$ cat src/rtl/cfg_shadow_pkg.sv
package cfg_shadow_pkg;
  localparam int unsigned NUM_REGS      = 22;
  localparam logic [7:0]  CTRL_ADDR     = 8'hFF;
  localparam int unsigned CFG_WPEN_BIT  = 2;
  localparam logic [7:0]  VOLATILE_MASK = 8'h80;  // bits of reg 0 never stored

  typedef enum logic [1:0] {SEQ_IDLE, SEQ_LOAD, SEQ_STORE} seq_state_e;

  function automatic logic [7:0] reg_mask(int unsigned idx);
    case (idx)
      0:                    return 8'h8F;
      1, 4, 12, 14:         return 8'h03;
      3:                    return 8'h1F;
      8, 9, 11, 13, 15,
      17, 18:               return 8'h07;
      21:                   return 8'hFF;
      default:              return 8'h0F;
    endcase
  endfunction

  function automatic logic [7:0] reg_default(int unsigned idx);
    case (idx)
      0, 2, 6, 13, 18:      return 8'h02;
      1, 14:                return 8'h03;
      3:                    return 8'h0F;
      4, 8, 9, 11, 12:      return 8'h01;
      5, 10:                return 8'h04;
      7:                    return 8'h09;
      15, 19, 20:           return 8'h07;
      16:                   return 8'h05;
      default:              return 8'h00;
    endcase
  endfunction
endpackage

$ cat src/rtl/cfg_seq.sv
module cfg_seq
  import cfg_shadow_pkg::*;
#(
  parameter int unsigned N    = NUM_REGS,
  localparam int unsigned IW  = $clog2(N)
) (
  input  logic          clk_i,
  input  logic          rst_ni,
  input  logic          store_req_i,
  output logic          busy_o,
  output logic          loading_o,
  output logic          storing_o,
  output logic [IW-1:0] idx_o
);
  localparam logic [IW-1:0] LAST = IW'(N - 1);

  seq_state_e state_q;

  always_ff @(posedge clk_i or negedge rst_ni) begin
    if (!rst_ni) begin
      state_q <= SEQ_LOAD;
      idx_o   <= '0;
    end else begin
      case (state_q)
        SEQ_IDLE: if (store_req_i) state_q <= SEQ_STORE;
        default: begin
          if (idx_o == LAST) begin
            state_q <= SEQ_IDLE;
            idx_o   <= '0;
          end else begin
            idx_o <= idx_o + 1'b1;
          end
        end
      endcase
    end
  end

  assign busy_o    = (state_q != SEQ_IDLE);
  assign loading_o = (state_q == SEQ_LOAD);
  assign storing_o = (state_q == SEQ_STORE);


  store_start_chk: assert property (@(posedge clk_i) disable iff (!rst_ni)
    store_req_i && !busy_o |=> storing_o);
endmodule

$ cat src/rtl/cfg_wiper.sv
module cfg_wiper #(
  parameter int unsigned WW         = 7,
  parameter logic [WW-1:0] IV_RESET = WW'(8'h40)
) (
  input  logic          clk_i,
  input  logic          rst_ni,
  input  logic          nv_init_ni,
  input  logic          load_i,
  input  logic          wr_i,
  input  logic [7:0]    addr_i,
  input  logic [7:0]    wdata_i,
  output logic [7:0]    rdata_o,
  output logic [WW-1:0] wiper_o
);
  localparam logic [7:0] MODE_BOTH  = 8'h00;
  localparam logic [7:0] MODE_WIPER = 8'h80;

  logic [WW-1:0] iv_q;
  logic [7:0]    mode_q;
  logic          wr_val, wr_mode;

  assign wr_val  = wr_i && (addr_i == 8'h00);
  assign wr_mode = wr_i && (addr_i == 8'h02) &&
                   (wdata_i == MODE_BOTH || wdata_i == MODE_WIPER);

  always_ff @(posedge clk_i or negedge nv_init_ni) begin
    if (!nv_init_ni)                          iv_q <= IV_RESET;
    else if (wr_val && mode_q == MODE_BOTH)   iv_q <= wdata_i[WW-1:0];
  end

  always_ff @(posedge clk_i or negedge rst_ni) begin
    if (!rst_ni) begin
      wiper_o <= '0;
      mode_q  <= MODE_BOTH;
    end else begin
      if (load_i)       wiper_o <= iv_q;
      else if (wr_val)  wiper_o <= wdata_i[WW-1:0];
      if (wr_mode)      mode_q  <= wdata_i;
    end
  end

  always_comb begin
    rdata_o = 8'h00;
    if (addr_i == 8'h00)
      rdata_o = 8'((mode_q == MODE_BOTH) ? iv_q : wiper_o);
    else if (addr_i == 8'h02)
      rdata_o = mode_q;
  end


  mode80_iv_chk: assert property (@(posedge clk_i) disable iff (!rst_ni || !nv_init_ni)
    mode_q == MODE_WIPER && wr_i |=> $stable(iv_q));

  mode_legal_chk: assert property (@(posedge clk_i) disable iff (!rst_ni)
    mode_q == MODE_BOTH || mode_q == MODE_WIPER);
endmodule

$ cat src/rtl/cfg_shadow_bank.sv
module cfg_shadow_bank
  import cfg_shadow_pkg::*;
#(
  parameter int unsigned N  = NUM_REGS,
  parameter int unsigned WW = 7,
  localparam int unsigned IW = $clog2(N)
) (
  input  logic          clk_i,
  input  logic          rst_ni,
  input  logic          nv_init_ni,
  input  logic          wp_i,
  input  logic          sel_wiper_i,
  input  logic [7:0]    addr_i,
  input  logic [7:0]    wdata_i,
  input  logic          wr_i,
  input  logic          rd_i,
  output logic [7:0]    rd_data_o,
  output logic          busy_o,
  output logic [WW-1:0] wiper_o
);
  logic [N-1:0][7:0] work_q, nv_q;
  logic [IW-1:0]     idx;
  logic              loading, storing, src_nv_q;
  logic              bus_ok, wr_ok, ctrl_wr, store_req;
  logic [7:0]        cfg_rdata, wip_rdata;

  // protect gate: enable bit lives in working reg 0
  assign bus_ok    = !work_q[0][CFG_WPEN_BIT] || !wp_i;
  assign wr_ok     = wr_i && bus_ok && !busy_o;
  assign ctrl_wr   = wr_ok && !sel_wiper_i && (addr_i == CTRL_ADDR);
  assign store_req = ctrl_wr && wdata_i[7];

  cfg_seq #(.N(N)) i_seq (
    .clk_i      (clk_i),
    .rst_ni     (rst_ni),
    .store_req_i(store_req),
    .busy_o     (busy_o),
    .loading_o  (loading),
    .storing_o  (storing),
    .idx_o      (idx)
  );

  for (genvar i = 0; i < N; i++) begin : g_reg
    localparam logic [7:0] MASK    = reg_mask(i);
    localparam logic [7:0] NV_MASK = (i == 0) ? (MASK & ~VOLATILE_MASK) : MASK;
    localparam logic [7:0] DEF     = reg_default(i);

    always_ff @(posedge clk_i or negedge rst_ni) begin
      if (!rst_ni)
        work_q[i] <= '0;
      else if (loading && idx == IW'(i))
        work_q[i] <= nv_q[i] & NV_MASK;
      else if (wr_ok && !sel_wiper_i && addr_i == 8'(i))
        work_q[i] <= wdata_i & MASK;
    end

    always_ff @(posedge clk_i or negedge nv_init_ni) begin
      if (!nv_init_ni)
        nv_q[i] <= DEF & NV_MASK;
      else if (storing && idx == IW'(i))
        nv_q[i] <= work_q[i] & NV_MASK;
    end
  end

  always_ff @(posedge clk_i or negedge rst_ni) begin
    if (!rst_ni)      src_nv_q <= 1'b0;
    else if (ctrl_wr) src_nv_q <= wdata_i[0];
  end

  always_comb begin
    cfg_rdata = 8'h00;
    if (addr_i == CTRL_ADDR)
      cfg_rdata = {storing, 6'b0, src_nv_q};
    for (int i = 0; i < N; i++)
      if (addr_i == 8'(i)) cfg_rdata = src_nv_q ? nv_q[i] : work_q[i];
  end

  cfg_wiper #(.WW(WW)) i_wiper (
    .clk_i     (clk_i),
    .rst_ni    (rst_ni),
    .nv_init_ni(nv_init_ni),
    .load_i    (loading && idx == '0),
    .wr_i      (wr_ok && sel_wiper_i),
    .addr_i    (addr_i),
    .wdata_i   (wdata_i),
    .rdata_o   (wip_rdata),
    .wiper_o   (wiper_o)
  );

  always_ff @(posedge clk_i or negedge rst_ni) begin
    if (!rst_ni)   rd_data_o <= 8'h00;
    else if (rd_i) rd_data_o <= !bus_ok ? 8'h00 : (sel_wiper_i ? wip_rdata : cfg_rdata);
  end


  busy_wr_chk: assert property (@(posedge clk_i) disable iff (!rst_ni)
    storing && wr_i |=> $stable(work_q));

  wp_rd_chk: assert property (@(posedge clk_i) disable iff (!rst_ni)
    work_q[0][CFG_WPEN_BIT] && wp_i && rd_i |=> rd_data_o == 8'h00);

  nv_volatile_chk: assert property (@(posedge clk_i) disable iff (!rst_ni || !nv_init_ni)
    (nv_q[0] & VOLATILE_MASK) == 8'h00);

  unmapped_wr_chk: assert property (@(posedge clk_i) disable iff (!rst_ni)
    wr_i && !sel_wiper_i && !busy_o && addr_i >= 8'(N) && addr_i != CTRL_ADDR
    |=> $stable(work_q));
endmodule

$ cat config.mk
export PLATFORM = sky130hd
export DESIGN_NAME = cfg_shadow_bank
export DESIGN_NICKNAME = d
export VERILOG_FILES = /design/src/rtl/cfg_shadow_pkg.sv /design/src/rtl/cfg_seq.sv /design/src/rtl/cfg_wiper.sv /design/src/rtl/cfg_shadow_bank.sv
export SDC_FILE = /design/constraint.sdc
export NUM_CORES = 1
export LEC_CHECK = 0
export BUFFER_PORTS_ARGS = -buffer_cell sky130_fd_sc_hd__buf_4
export CORE_AREA = 5 5 116 200
export DETAILED_ROUTE_END_ITERATION = 8
export DIE_AREA = 0 0 121 205
export GPL_TIMING_DRIVEN = 0
export PLACE_DENSITY_LB_ADDON = 0.25
export SYNTH_ARGS = -nofsm -noshare
export SYNTH_HDL_FRONTEND = slang
export SYNTH_SLANG_ARGS = --single-unit
export TNS_END_PERCENT = 50
$ cat constraint.sdc
create_clock -name clk_i -period 2.7 [get_ports clk_i]
set_input_delay 0.27 -clock clk_i [delete_from_list [all_inputs] [get_ports clk_i]]
set_output_delay 0.27 -clock clk_i [all_outputs]
set_load 0.005 [all_outputs]
After elaboration in Yosys (flattened, before gate mapping)
Index checks and enable logic that the tools add are counted.
W data, S select, Z words.

word-level totals
  input port bits = 23
  register bits = 292

cells by class
  eq/ne operators = 47
  muxes and demuxes = 100
  add/sub/neg operators = 1
  reduce and logical (&&, ||, !) cells = 113

operators with widths
  operator               number
  $mux W8                93
  $logic_and A1 B1 Y1    76
  $eq A8 B4 Y1 const B   8
  $reduce_bool A2 Y1     25
  $eq A8 B5 Y1 const B   6
  $eq A5 B4 Y1 const B   8
  $eq A8 B3 Y1 const B   4
  $eq A5 B5 Y1 const B   6
  $logic_not A8 Y1       3
  $mux W7                3
  $eq A5 B3 Y1 const B   4
  $eq A8 B2 Y1 const B   2
  $eq A8 B8 Y1 const B   2
  $eq A5 B2 Y1 const B   2
  $eq A8 B1 Y1 const B   1
  $mux W2                3
  $add A5 B1 Y5 const B  1
  $eq A5 B1 Y1 const B   1
  $logic_not A5 Y1       1
  $mux W5                1
  $logic_not A1 Y1       4
  $eq A2 B1 Y1 const B   1
  $eq A2 B2 Y1 const B   1
  $logic_not A2 Y1       1
  other kinds (3)        4

Longest topological paths before layout
Gate-level depths: netlist of the first run.

  depth after elaboration = 26
  mapped depth = 9

Cells and area by module
From an unflattened synthesis of the first run, not the netlist that was laid out.

unflattened totals
  cell total of the unflattened synthesis = 1012
  area total of the unflattened synthesis = 10547.6 um^2

by module, submodules not included
  module           area an instance (um^2)  cells each  instances
  cfg_shadow_bank  9100.0                   879         1
  cfg_wiper        1093.5                   97          1
  cfg_seq          354.1                    36          1

Least setup slack after synthesis of the first run
Ideal clock, no wire load.

  path type = input-to-reg
  start = input addr_i[0]
  end = register i_wiper.iv_q[4]
  buffers on the path = 1
  data required time = 2575 ps
  setup slack = 692 ps
  library setup time = 125 ps
  stages = 5
  arrival time = 1883 ps
  path through = buf_4 > nor4_1 > nand2_1 > nor3_2 > mux2_2

on the way
  cells in the longest elaborated chain, start to end = 3

RTL lines
  item                  RTL line               RTL
  start, declared       cfg_shadow_bank.sv:13  input logic [7:0] addr_i,
  $logic_not A8 Y1      cfg_wiper.sv:22        assign wr_val = wr_i && (addr_i == 8'h00);
  $logic_and A1 B1 Y1   cfg_wiper.sv:22
  $logic_and A1 B1 Y1   cfg_wiper.sv:28        else if (wr_val && mode_q == MODE_BOTH) iv_q <= wdata_i[WW-1:0];
  end signal, assigned  cfg_wiper.sv:28
  end, declared         cfg_wiper.sv:18        logic [WW-1:0] iv_q;

No other way between the ends.
A chain may end at the register's enable or synchronous reset.

Worst setup path in the final report of the first run
  start = register src_nv_q
  end = register rd_data_o[3]

on the way
  cells in the longest elaborated chain, start to end = 25

RTL lines
  item                      RTL line               RTL
  start, declared           cfg_shadow_bank.sv:23  logic loading, storing, src_nv_q;
  start signal, assigned    cfg_shadow_bank.sv:67  else if (ctrl_wr) src_nv_q <= wdata_i[0];
  $mux W8 (22 in a row)     cfg_shadow_bank.sv:75  if (addr_i == 8'(i)) cfg_rdata = src_nv_q ? nv_q[i] : work_q[i];
  $mux W8 (*)               cfg_shadow_bank.sv:75
  $mux W8 (*) (2 in a row)  cfg_shadow_bank.sv:92  else if (rd_i) rd_data_o <= !bus_ok ? 8'h00 : (sel_wiper_i ? wip_rdata : cfg_rdata);
  end signal, assigned      cfg_shadow_bank.sv:92
  end, declared             cfg_shadow_bank.sv:17  output logic [7:0] rd_data_o,

Every way passes the cells marked *; elsewhere a longest branch is shown, timed or not.

==> impl_summary.txt, run 1 <==
----------------------------------------------------
[Outcome]
  Status ... finished, final reports clean

[STA]
  Share of the clock period used by the worst path after layout ... 0.9943
  Remaining max-slew budget at the tightest pin ... 0.1560
  Total Neg Setup Slack ... 0 ns
  Final Critical Period ... 2.685 ns
  Fin Clk Skew ... 0.009351 ns
  Max-slew violations ... 0
  Setup repair after global routing missed its margin ... no
  Slew of the pin with the lowest slew margin ... 1.266 ns
  Final number of hold-violating endpoints ... 0
  Final setup violating endpoints ... 0
  Top achievable clock speed ... 372.5 MHz
  Post-route worst setup slack ... 0.01537 ns

[Layout]
  Final net count ... 1090
  Fraction of layout cells with a size suffix above 1 ... 0.2233
  Layout overhead on the synthesized area ... 11.97%
  Count of filler cells inserted in the layout ... 1983

[Die]
  Die W ... 121 µm
  Number of standard-cell rows in the floorplan ... 71
  Initial core utilization ... 0.4887
  Total core area ... 21410 µm²
  Die height ... 205 µm
  Die area ... 24810 µm²
  I/O pin cnt ... 39

[Global routing]
  Remaining Overflow, GRT ... 0
  Largest net degree at the start of global routing ... 88
  Total track usage ... 0.2886
  Antenna violations before repair ... 2
  Wire length of the first global-routing pass ... 52840 µm
  Via count of the first global-routing pass ... 8761

[Power]
  Leakage power ... 4.610 nW
  Switching part of the total power ... 0.2576
  Combinational share of power ... 0.089
  Portion of total power attributed to the clock network ... 0.400
  Switching Power ... 1.522 mW
  Power per cell area ... 504.3 nW/µm²
  Overall power consumption ... 5.908 mW
  Share of total power in sequential cells ... 0.512
  Worst IR Drop VDD ... 0.0004707 V
  Cell Int Power ... 4.386 mW

[Yosys]
  Post-Synthesis Net Count ... 1034
  Seq/Total Area, Yosys ... 0.4706
  Number of enable-type register cells in the synthesized netlist ... 0
  Dominant synthesized flop cell ... dfrtp_1
  Count of cell types in the netlist ... 64
  Count of yosys warnings during synthesis ... 0
  Async set or reset register ratio after synthesis ... 1.000
  Average footprint of a synthesized cell ... 10.40 µm²
  Area of the mapped netlist ... 10460 µm²
  Flops & latches, synth ... 195
  Number of cells produced by synthesis ... 1006

[Critical path]
  Kind of end point of the critical path ... register
  Kind of critical path ... register to register
  Data required time at the worst endpoint ... 3.00 ns
  Startpoint Class ... register
  Data arrival time at the worst-slack endpoint ... 2.99 ns
  Highest net fanout along the worst path ... 10
  Logic depth of the worst register-to-register path ... 7
  Worst setup startpoint ... src_nv_q$_DFFE_PN0P_
  Startpoint of the worst-slack reg-to-reg timing path ... src_nv_q$_DFFE_PN0P_

[CTS]
  Count of clock tree sinks ... 195
  Clock Pin Slew Worst Setup and Hold Paths ... 0.07 ns
  Buffer type at the clock tree root ... clkbuf_16
  CTS Buf Count ... 17
  CTS max path bufs ... 2
  Insertion delay of the later-clocked pin in the worst-skew pair ... 0.45 ns
  H-tree levels ... 4
  CTS tree ... built

[Route]
  Vias per cell ... 6.293
  Vias after detailed routing ... 8615
  Number of design rule violations left after detail routing ... 0
  Final Routed Wirelength ... 34810 µm
  Remaining antenna violation count after routing ... 0
  Drt wl/cell ... 25.42 µm
  DR iter-0 viols ... 841
  Iteration count of the initial detailed-routing pass ... 6

[Worst hold path]
  Type of the tightest min-delay check ... input port to async pin

[Placement]
  Hpwl dp ... 25410 µm
  Placement-stage worst setup slack ... -0.3312 ns
  Count of port buffers added during placement ... 32
  Final weighted congestion of routability-driven global placement ... 0.9872

[Run]
  Maximum capacitance violations ... 0

----------------------------------------------------
## cell type report
type                       count  area (µm²)  area share
antenna                        2       5.005   0.0004272
buffer                        47       221.5     0.01890
timing repair buffer          37       304.0     0.02595
sequential                   195        4923      0.4203
tap                          292       365.4     0.03119
inverter                      16       60.06    0.005127
multi-input combinational    748        5301      0.4525
clock buffer                  24       481.7     0.04112
clock inverter                 8       52.55    0.004486
## path summary, 6_finish.rpt
| kind | endpoint | slack, ns |
|---|---|---|
| min | nv_q[74]$_DFFE_PN0P_ | 0.02 |
| max | rd_data_o[3]$_DFFE_PN0P_ | 0.02 |
| min reg2reg | rd_data_o[7]$_DFFE_PN0P_ | 0.50 |
| min in group clk_i | rd_data_o[4]$_DFFE_PN0P_ | 0.06 |
| max in group asynchronous | work_q[25]$_DFFE_PN0P_ | 1.68 |
| max reg2reg | rd_data_o[3]$_DFFE_PN0P_ | 0.02 |
## metrics by stage
stage / cell area [µm²] / util / cells / hold WS [ns]
after floorplan: 10460 / - / 1006 / -0.02559
after global placement: 11070 / 0.5170 / 1330 / 0.4718
after detailed placement: 11100 / 0.5187 / 1331 / 0.1502
after global routing: 11720 / 0.5472 / 1369 / 0.05453
after CTS: 11690 / 0.5461 / 1367 / 0.03687
final: 11720 / 0.5472 / 1369 / 0.02426
## power by group through the flow
stage / Clock [mW] / Combinational (mW) / Sequential (mW)
finish: 2.36 / 0.523 / 3.02
detailed placement: 0 / 0.508 / 3.08
global placement: 0 / 0.501 / 3.07
CTS: 2.39 / 0.516 / 3.02
global route: 2.51 / 0.552 / 3.03
floorplan: 0 / 0.245 / 3.06
## worst max-delay path, stage by stage, from the launching register on
cell	delay, ns
dfrtp_1	0.32
buf_2	0.23
buf_2	0.40
clkbuf_4	0.37
mux2i_1	0.37
a31oi_1	0.14
a311oi_1	0.50
o221ai_1	0.20
## registers in the layout, indices dropped and copies added (netlist names)
register	flops
work_q	79
nv_q	78
i_seq.state_q	2
i_wiper.mode_q	8
i_seq.idx_o	5
rd_data_o	8
i_wiper.wiper_o	7
src_nv_q	1
i_wiper.iv_q	7
## layout by cell type (no fill, tap or decap), types with 5 or more instances in the layout
| cell | synthesis | final |
|---|---|---|
| inv_1 | 15 | 15 |
| buf_4 | 2 | 38 |
| a211oi_1 | 5 | 5 |
| and3_1 | 5 | 5 |
| nand3_1 | 27 | 27 |
| mux2i_1 | 119 | 119 |
| mux4_2 | 11 | 11 |
| nand2_1 | 103 | 103 |
| nand2b_1 | 8 | 8 |
| o21ai_0 | 65 | 65 |
| nor2_1 | 104 | 102 |
| nor3_1 | 17 | 15 |
| nand4_1 | 7 | 7 |
| buf_2 | 11 | 6 |
| a21oi_1 | 48 | 48 |
| mux2_2 | 97 | 97 |
| o22ai_1 | 24 | 24 |
| clkbuf_1 | 31 | 35 |
| ha_1 | 5 | 5 |
| nor2b_1 | 19 | 19 |
| clkbuf_16 | 0 | 17 |
| dfstp_2 | 35 | 35 |
| a31oi_1 | 6 | 6 |
| dfrtp_1 | 160 | 160 |
## logic make-up after synthesis
logic type | after synthesis | synth area share
mux | 227 | 0.2419
buf+inv | 63 | 0.02535
compound gates | 194 | 0.1135
fa+ha+maj | 5 | 0.005979
flops | 195 | 0.4706
simple gates | 322 | 0.1427
## cells in the mapped netlist, types with 2 or more instances
master     count  area share
dfstp_2       35       0.088
o22ai_1       24       0.014
nor2_2         3      0.0018
buf_1          2     0.00072
a2111oi_0      3      0.0025
o2111ai_1      3      0.0025
o21ai_0       65       0.031
clkbuf_1      31       0.011
a221oi_1       2      0.0017
and3_1         5      0.0030
o211ai_1       3      0.0022
o32a_1         2      0.0019
mux2_2        97        0.10
nand3_1       27       0.013
and2_1         4      0.0024
mux2i_1      119        0.11
nand2_1      103       0.037
o32ai_1        3      0.0025
buf_4          2      0.0014
a2bb2oi_1      4      0.0033
nor2b_1       19       0.011
buf_2         11      0.0053
nor2_1       104       0.037
inv_1         15      0.0054
a221o_1        2      0.0019
ha_1           5      0.0060
and2b_1        4      0.0029
a211oi_1       5      0.0036
a21oi_1       48       0.023
o221ai_1       4      0.0033
nand2b_1       8      0.0048
dfrtp_1      160        0.38
or2_2          3      0.0018
mux4_2        11       0.024
a32o_1         2      0.0019
nor4_1         4      0.0024
nor3_1        17      0.0081
or3_1          4      0.0024
a31oi_1        6      0.0036
nand4_1        7      0.0042
o2bb2ai_1      4      0.0033
nor3_2         2      0.0019
a21o_1         3      0.0022
## metal layers
layer,wire length [µm],global-route usage,part of all wire
met2,17290,0.4840,0.50
met5,0,0,0
met1,12580,0.3230,0.36
met4,2954,0.2204,0.085
met3,1981,0.04945,0.057
## timing repair
item                                    CTS  global route
hold buffers                              1             0
endpoints found under the hold margin    23             0
buffers inserted                          3             0
endpoints found under the setup margin   24            21
resized for setup                         7             6
pin swaps                                 1             0
No activity file was read; power rests on OpenSTA's default activity.
==> inputs of run 2 (changes only) <==
- CORE_AREA: 5 5 116 200 -> 5 5 116 201
- DIE_AREA: 0 0 121 205 -> 0 0 121 206
- SYNTH_HIERARCHICAL: unset -> 1
==> run 2 against run 1 <==
  * The run now ends with setup timing left
  * Sequential cell count is the same
  * Worst hold slack better by 0.030 ns
  * Non-clock buffer count shrank 4
  * Critical path type unchanged
  * Largest power group unchanged
  * Highest routed layer unchanged
==> impl_summary.txt, run 2 <==
----------------------------------------------------
[Critical path]
  Kind of cell with the highest combined delay on the critical path ... buffers and inverters (unchanged)
  Data required time at the worst endpoint ... 3.02 ns (was 3.00 ns)
  Bufs and invs on worst path ... 3 (unchanged)
  Data arrival time at the worst-slack endpoint ... 3.03 ns (was 2.99 ns)
  Most common cell type on the critical path ... o21ai_0 (was buf_2)
  Delay contributed by the slowest stage of the critical path ... 0.37 ns (was 0.50 ns)
  Kind of critical path ... register to register (unchanged)
  List of cells traversed by the critical path ... buf_2 -> clkbuf_4 -> buf_4 -> mux2i_1 -> o22ai_1 -> o21ai_0 -> a21oi_1 -> nor3_1 -> o21ai_0 (was buf_2 -> buf_2 -> clkbuf_4 -> mux2i_1 -> a31oi_1 -> a311oi_1 -> o221ai_1)
  Highest net fanout along the worst path ... 10 (unchanged)
  Startpoint Class ... register (unchanged)
  Kind of end point of the critical path ... register (unchanged)
  Slowest CP cell ... mux2i_1 (was a311oi_1)

[CTS]
  Buffer type at the clock tree root ... clkbuf_16 (unchanged)
  Count of clock tree sinks ... 195 (unchanged)
  CTS Buf Count ... 17 (unchanged)
  H-tree levels ... 4 (unchanged)
  Insertion delay of the later-clocked pin in the worst-skew pair ... 0.45 ns (about the same)
  CTS max path bufs ... 2 (unchanged)
  CTS tree ... built (unchanged)
  Clock Pin Slew Worst Setup and Hold Paths ... 0.07 ns (about the same)
  Number of setup buffers added after CTS ... 0 (was 3)

[Route]
  Vias after detailed routing ... 8388 (was 8615)
  Remaining antenna violation count after routing ... 0 (unchanged)
  Final Routed Wirelength ... 33600 µm (was 34810 µm)
  DR iter-0 viols ... 748 (was 841)
  Vias per cell ... 6.096 (was 6.293)
  Number of design rule violations left after detail routing ... 0 (unchanged)
  Drt wl/cell ... 24.42 µm (was 25.42 µm)
  Iteration count of the initial detailed-routing pass ... 5 (was 6)

[Layout]
  Largest register by flop count ... work_q (unchanged)
  Number of flip-flops under the largest register name ... 79 (unchanged)
  Count of filler cells inserted in the layout ... 1939 (was 1983)
  Multi-input logic area ... 5439 µm² (was 5301 µm²)
  Sequential cell area ... 4923 µm² (unchanged)
  Final net count ... 1096 (was 1090)
  Layout overhead on the synthesized area ... 12.76% (was 11.97%)
  Top Registers ... work_q (79), nv_q (78) (unchanged)
  Fraction of layout cells with a size suffix above 1 ... 0.2399 (was 0.2233)
  Highest-count cells in the layout ignoring fill and taps ... dfrtp_1, mux2i_1, nand2_1 (unchanged)
  Antenna Diode Count ... 0 (was 2)
  Layout Cells excl Fill ... 1376 (was 1369)
  Commonest non-fill, non-tap cell in the layout ... dfrtp_1 (unchanged)

[STA]
  Final number of hold-violating endpoints ... 0 (unchanged)
  Top achievable clock speed ... 369.2 MHz (was 372.5 MHz)
  Slew of the pin with the lowest slew margin ... 1.233 ns (was 1.266 ns)
  Fin Clk Skew ... 0.01363 ns (was 0.009351 ns)
  Final Critical Period ... 2.708 ns (was 2.685 ns)
  Remaining max-slew budget at the tightest pin ... 0.1782 (was 0.1560)
  Max-slew violations ... 0 (unchanged)
  Share of the clock period used by the worst path after layout ... 1.003 (was 0.9943)
  Final setup violating endpoints ... 1 (was 0)
  Post-route worst setup slack ... -0.008422 ns (was 0.01537 ns)
  Setup repair after global routing missed its margin ... yes (was no)

[Die]
  I/O pin cnt ... 39 (unchanged)
  Total core area ... 21410 µm² (unchanged)
  Die height ... 206 µm (was 205 µm)
  Die W ... 121 µm (unchanged)
  Die area ... 24930 µm² (was 24810 µm²)
  Number of standard-cell rows in the floorplan ... 71 (unchanged)
  Initial core utilization ... 0.4927 (was 0.4887)

[Outcome]
  Status ... complete, but fails checks (was finished, final reports clean)
  Violations in the final reports ... setup timing

[Global routing]
  Largest net degree at the start of global routing ... 86 (was 88)
  Antenna violations before repair ... 0 (was 2)
  Via count of the first global-routing pass ... 8632 (was 8761)
  Total track usage ... 0.2781 (was 0.2886)
  Wire length of the first global-routing pass ... 51240 µm (was 52840 µm)
  Remaining Overflow, GRT ... 0 (unchanged)

[Yosys]
  Number of enable-type register cells in the synthesized netlist ... 0 (unchanged)
  Average footprint of a synthesized cell ... 10.42 µm² (was 10.40 µm²)
  Seq/Total Area, Yosys ... 0.4668 (was 0.4706)
  Post-Synthesis Net Count ... 1037 (was 1034)
  Top-area cell type share of the netlist area ... 0.3796 (was 0.3827)
  Count of cell types in the netlist ... 69 (was 64)
  Largest cells by area after synthesis ... dfrtp_1, mux2i_1, mux2_2 (unchanged)
  Library cell with the highest instance count after synthesis ... dfrtp_1 (unchanged)
  Flops & latches, synth ... 195 (unchanged)
  Number of cells produced by synthesis ... 1012 (was 1006)
  Count of yosys warnings during synthesis ... 6 (was 0)
  Dominant synthesized flop cell ... dfrtp_1 (unchanged)
  Area of the mapped netlist ... 10550 µm² (was 10460 µm²)
  Async set or reset register ratio after synthesis ... 1.000 (unchanged)
  Cell types with the highest counts after synthesis ... dfrtp_1, mux2i_1, nand2_1, mux2_2, nor2_1 (was dfrtp_1, mux2i_1, nor2_1, nand2_1, mux2_2)
  Dominant cell type by area after synthesis ... dfrtp_1 (unchanged)

[Power]
  Portion of total power attributed to the clock network ... 0.433 (was 0.400)
  Cell Int Power ... 4.461 mW (was 4.386 mW)
  Overall power consumption ... 5.881 mW (was 5.908 mW)
  Worst IR Drop VDD ... 0.0004302 V (was 0.0004707 V)
  Combinational share of power ... 0.064 (was 0.089)
  Share of total power in sequential cells ... 0.503 (was 0.512)
  Leakage power ... 4.748 nW (was 4.610 nW)
  Switching part of the total power ... 0.2415 (was 0.2576)
  Switching Power ... 1.420 mW (was 1.522 mW)
  Power per cell area ... 494.4 nW/µm² (was 504.3 nW/µm²)

[Worst hold path]
  Type of the tightest min-delay check ... input port to async pin (unchanged)

[Placement]
  Hpwl dp ... 24610 µm (was 25410 µm)
  Final weighted congestion of routability-driven global placement ... 1.049 (was 0.9872)
  Count of port buffers added during placement ... 38 (was 32)
  Cells after DPL ... 1343 (was 1331)

[Run]
  Maximum capacitance violations ... 0 (unchanged)

----------------------------------------------------
run 2: worst reg2reg max path, cell delays in order (launching register included):
cell      delay, ns
dfrtp_1        0.34
buf_2          0.21
clkbuf_4       0.33
buf_4          0.34
mux2i_1        0.37
o22ai_1        0.14
o21ai_0        0.26
a21oi_1        0.15
nor3_1         0.29
o21ai_0        0.15
run 2: layer usage:
metal	routed length, µm	share of wire	global-route usage	up-vias
li1	-	-	-	3780
met1	12280	0.37	0.3079	4151
met2	17000	0.51	0.4732	335
met3	1482	0.044	0.04080	122
met4	2835	0.084	0.2184	0
met5	0	0	0	-
run 2: worst paths after layout:
path | startpoint | slack [ns] | cells past startpoint | to
max | src_nv_q$_DFFE_PN0P_ | -0.008 | 9 | rd_data_o[3]$_DFFE_PN0P_
min | nv_init_ni | 0.05 | 1 | nv_q[43]$_DFFE_PN0P_
max reg2reg | src_nv_q$_DFFE_PN0P_ | -0.008 | 9 | rd_data_o[3]$_DFFE_PN0P_
min reg2reg | rd_data_o[5]$_DFFE_PN0P_ | 0.49 | 1 | rd_data_o[5]$_DFFE_PN0P_
max in group asynchronous | rst_ni | 1.64 | 3 | i_seq/idx_o[4]$_DFFE_PN0N_
min in group clk_i | rd_i | 0.06 | 2 | rd_data_o[7]$_DFFE_PN0P_
run 2: power groups by stage:
| stage | Combinational [mW] | Clock [mW] | Sequential [mW] |
|---|---|---|---|
| 4_1_cts | 0.368 | 2.58 | 2.96 |
| 5_1_grt | 0.404 | 2.67 | 2.96 |
| 6_report | 0.374 | 2.55 | 2.96 |
| 3_5_place_dp | 0.365 | 0 | 3.01 |
| 3_3_place_gp | 0.358 | 0 | 3.01 |
| 2_1_floorplan | 0.149 | 0 | 3.01 |
run 2: final cells by class:
type                            instances  area share
Clock inverter                          8    0.008837
Clock buffer                           24     0.03966
Multi-Input combinational cell        764      0.4573
Inverter                               13    0.004103
Sequential cell                       195      0.4139
Tap cell                              292     0.03072
Timing Repair Buffer                   40     0.02746
Buffer                                 40     0.01799
run 2: what timing repair did:
action                                  CTS  global route
gates resized for setup                   9            17
hold buffers                              1             0
hold endpoints to repair                 40             0
endpoints found under the setup margin   19            73
cloned                                    0             0
run 2: cell families after synthesis:
logic type | count (synthesis) | share of synthesized area
AOI/OAI and AO/OA | 199 | 0.1103
adders and majority gates | 2 | 0.002372
buffers and inverters | 53 | 0.02313
DFF | 195 | 0.4668
muxes | 241 | 0.2488
and+or+nand+nor | 322 | 0.1486
run 2: metrics by stage:
step           cell area, µm²  hold WS, ns  setup TNS (ns)    util  worst slack (ns)
2_1_floorplan           10550     -0.02559               0       -            0.5181
3_3_place_gp            11200       0.4689          -3.046  0.5231           -0.3726
3_5_place_dp            11230       0.2273          -3.410  0.5245           -0.3731
4_1_cts                 11840      0.03066         -0.1008  0.5529          -0.03755
5_1_grt                 11890      0.06272          -2.496  0.5555           -0.1847
6_report                11890      0.05401       -0.008422  0.5555         -0.008422
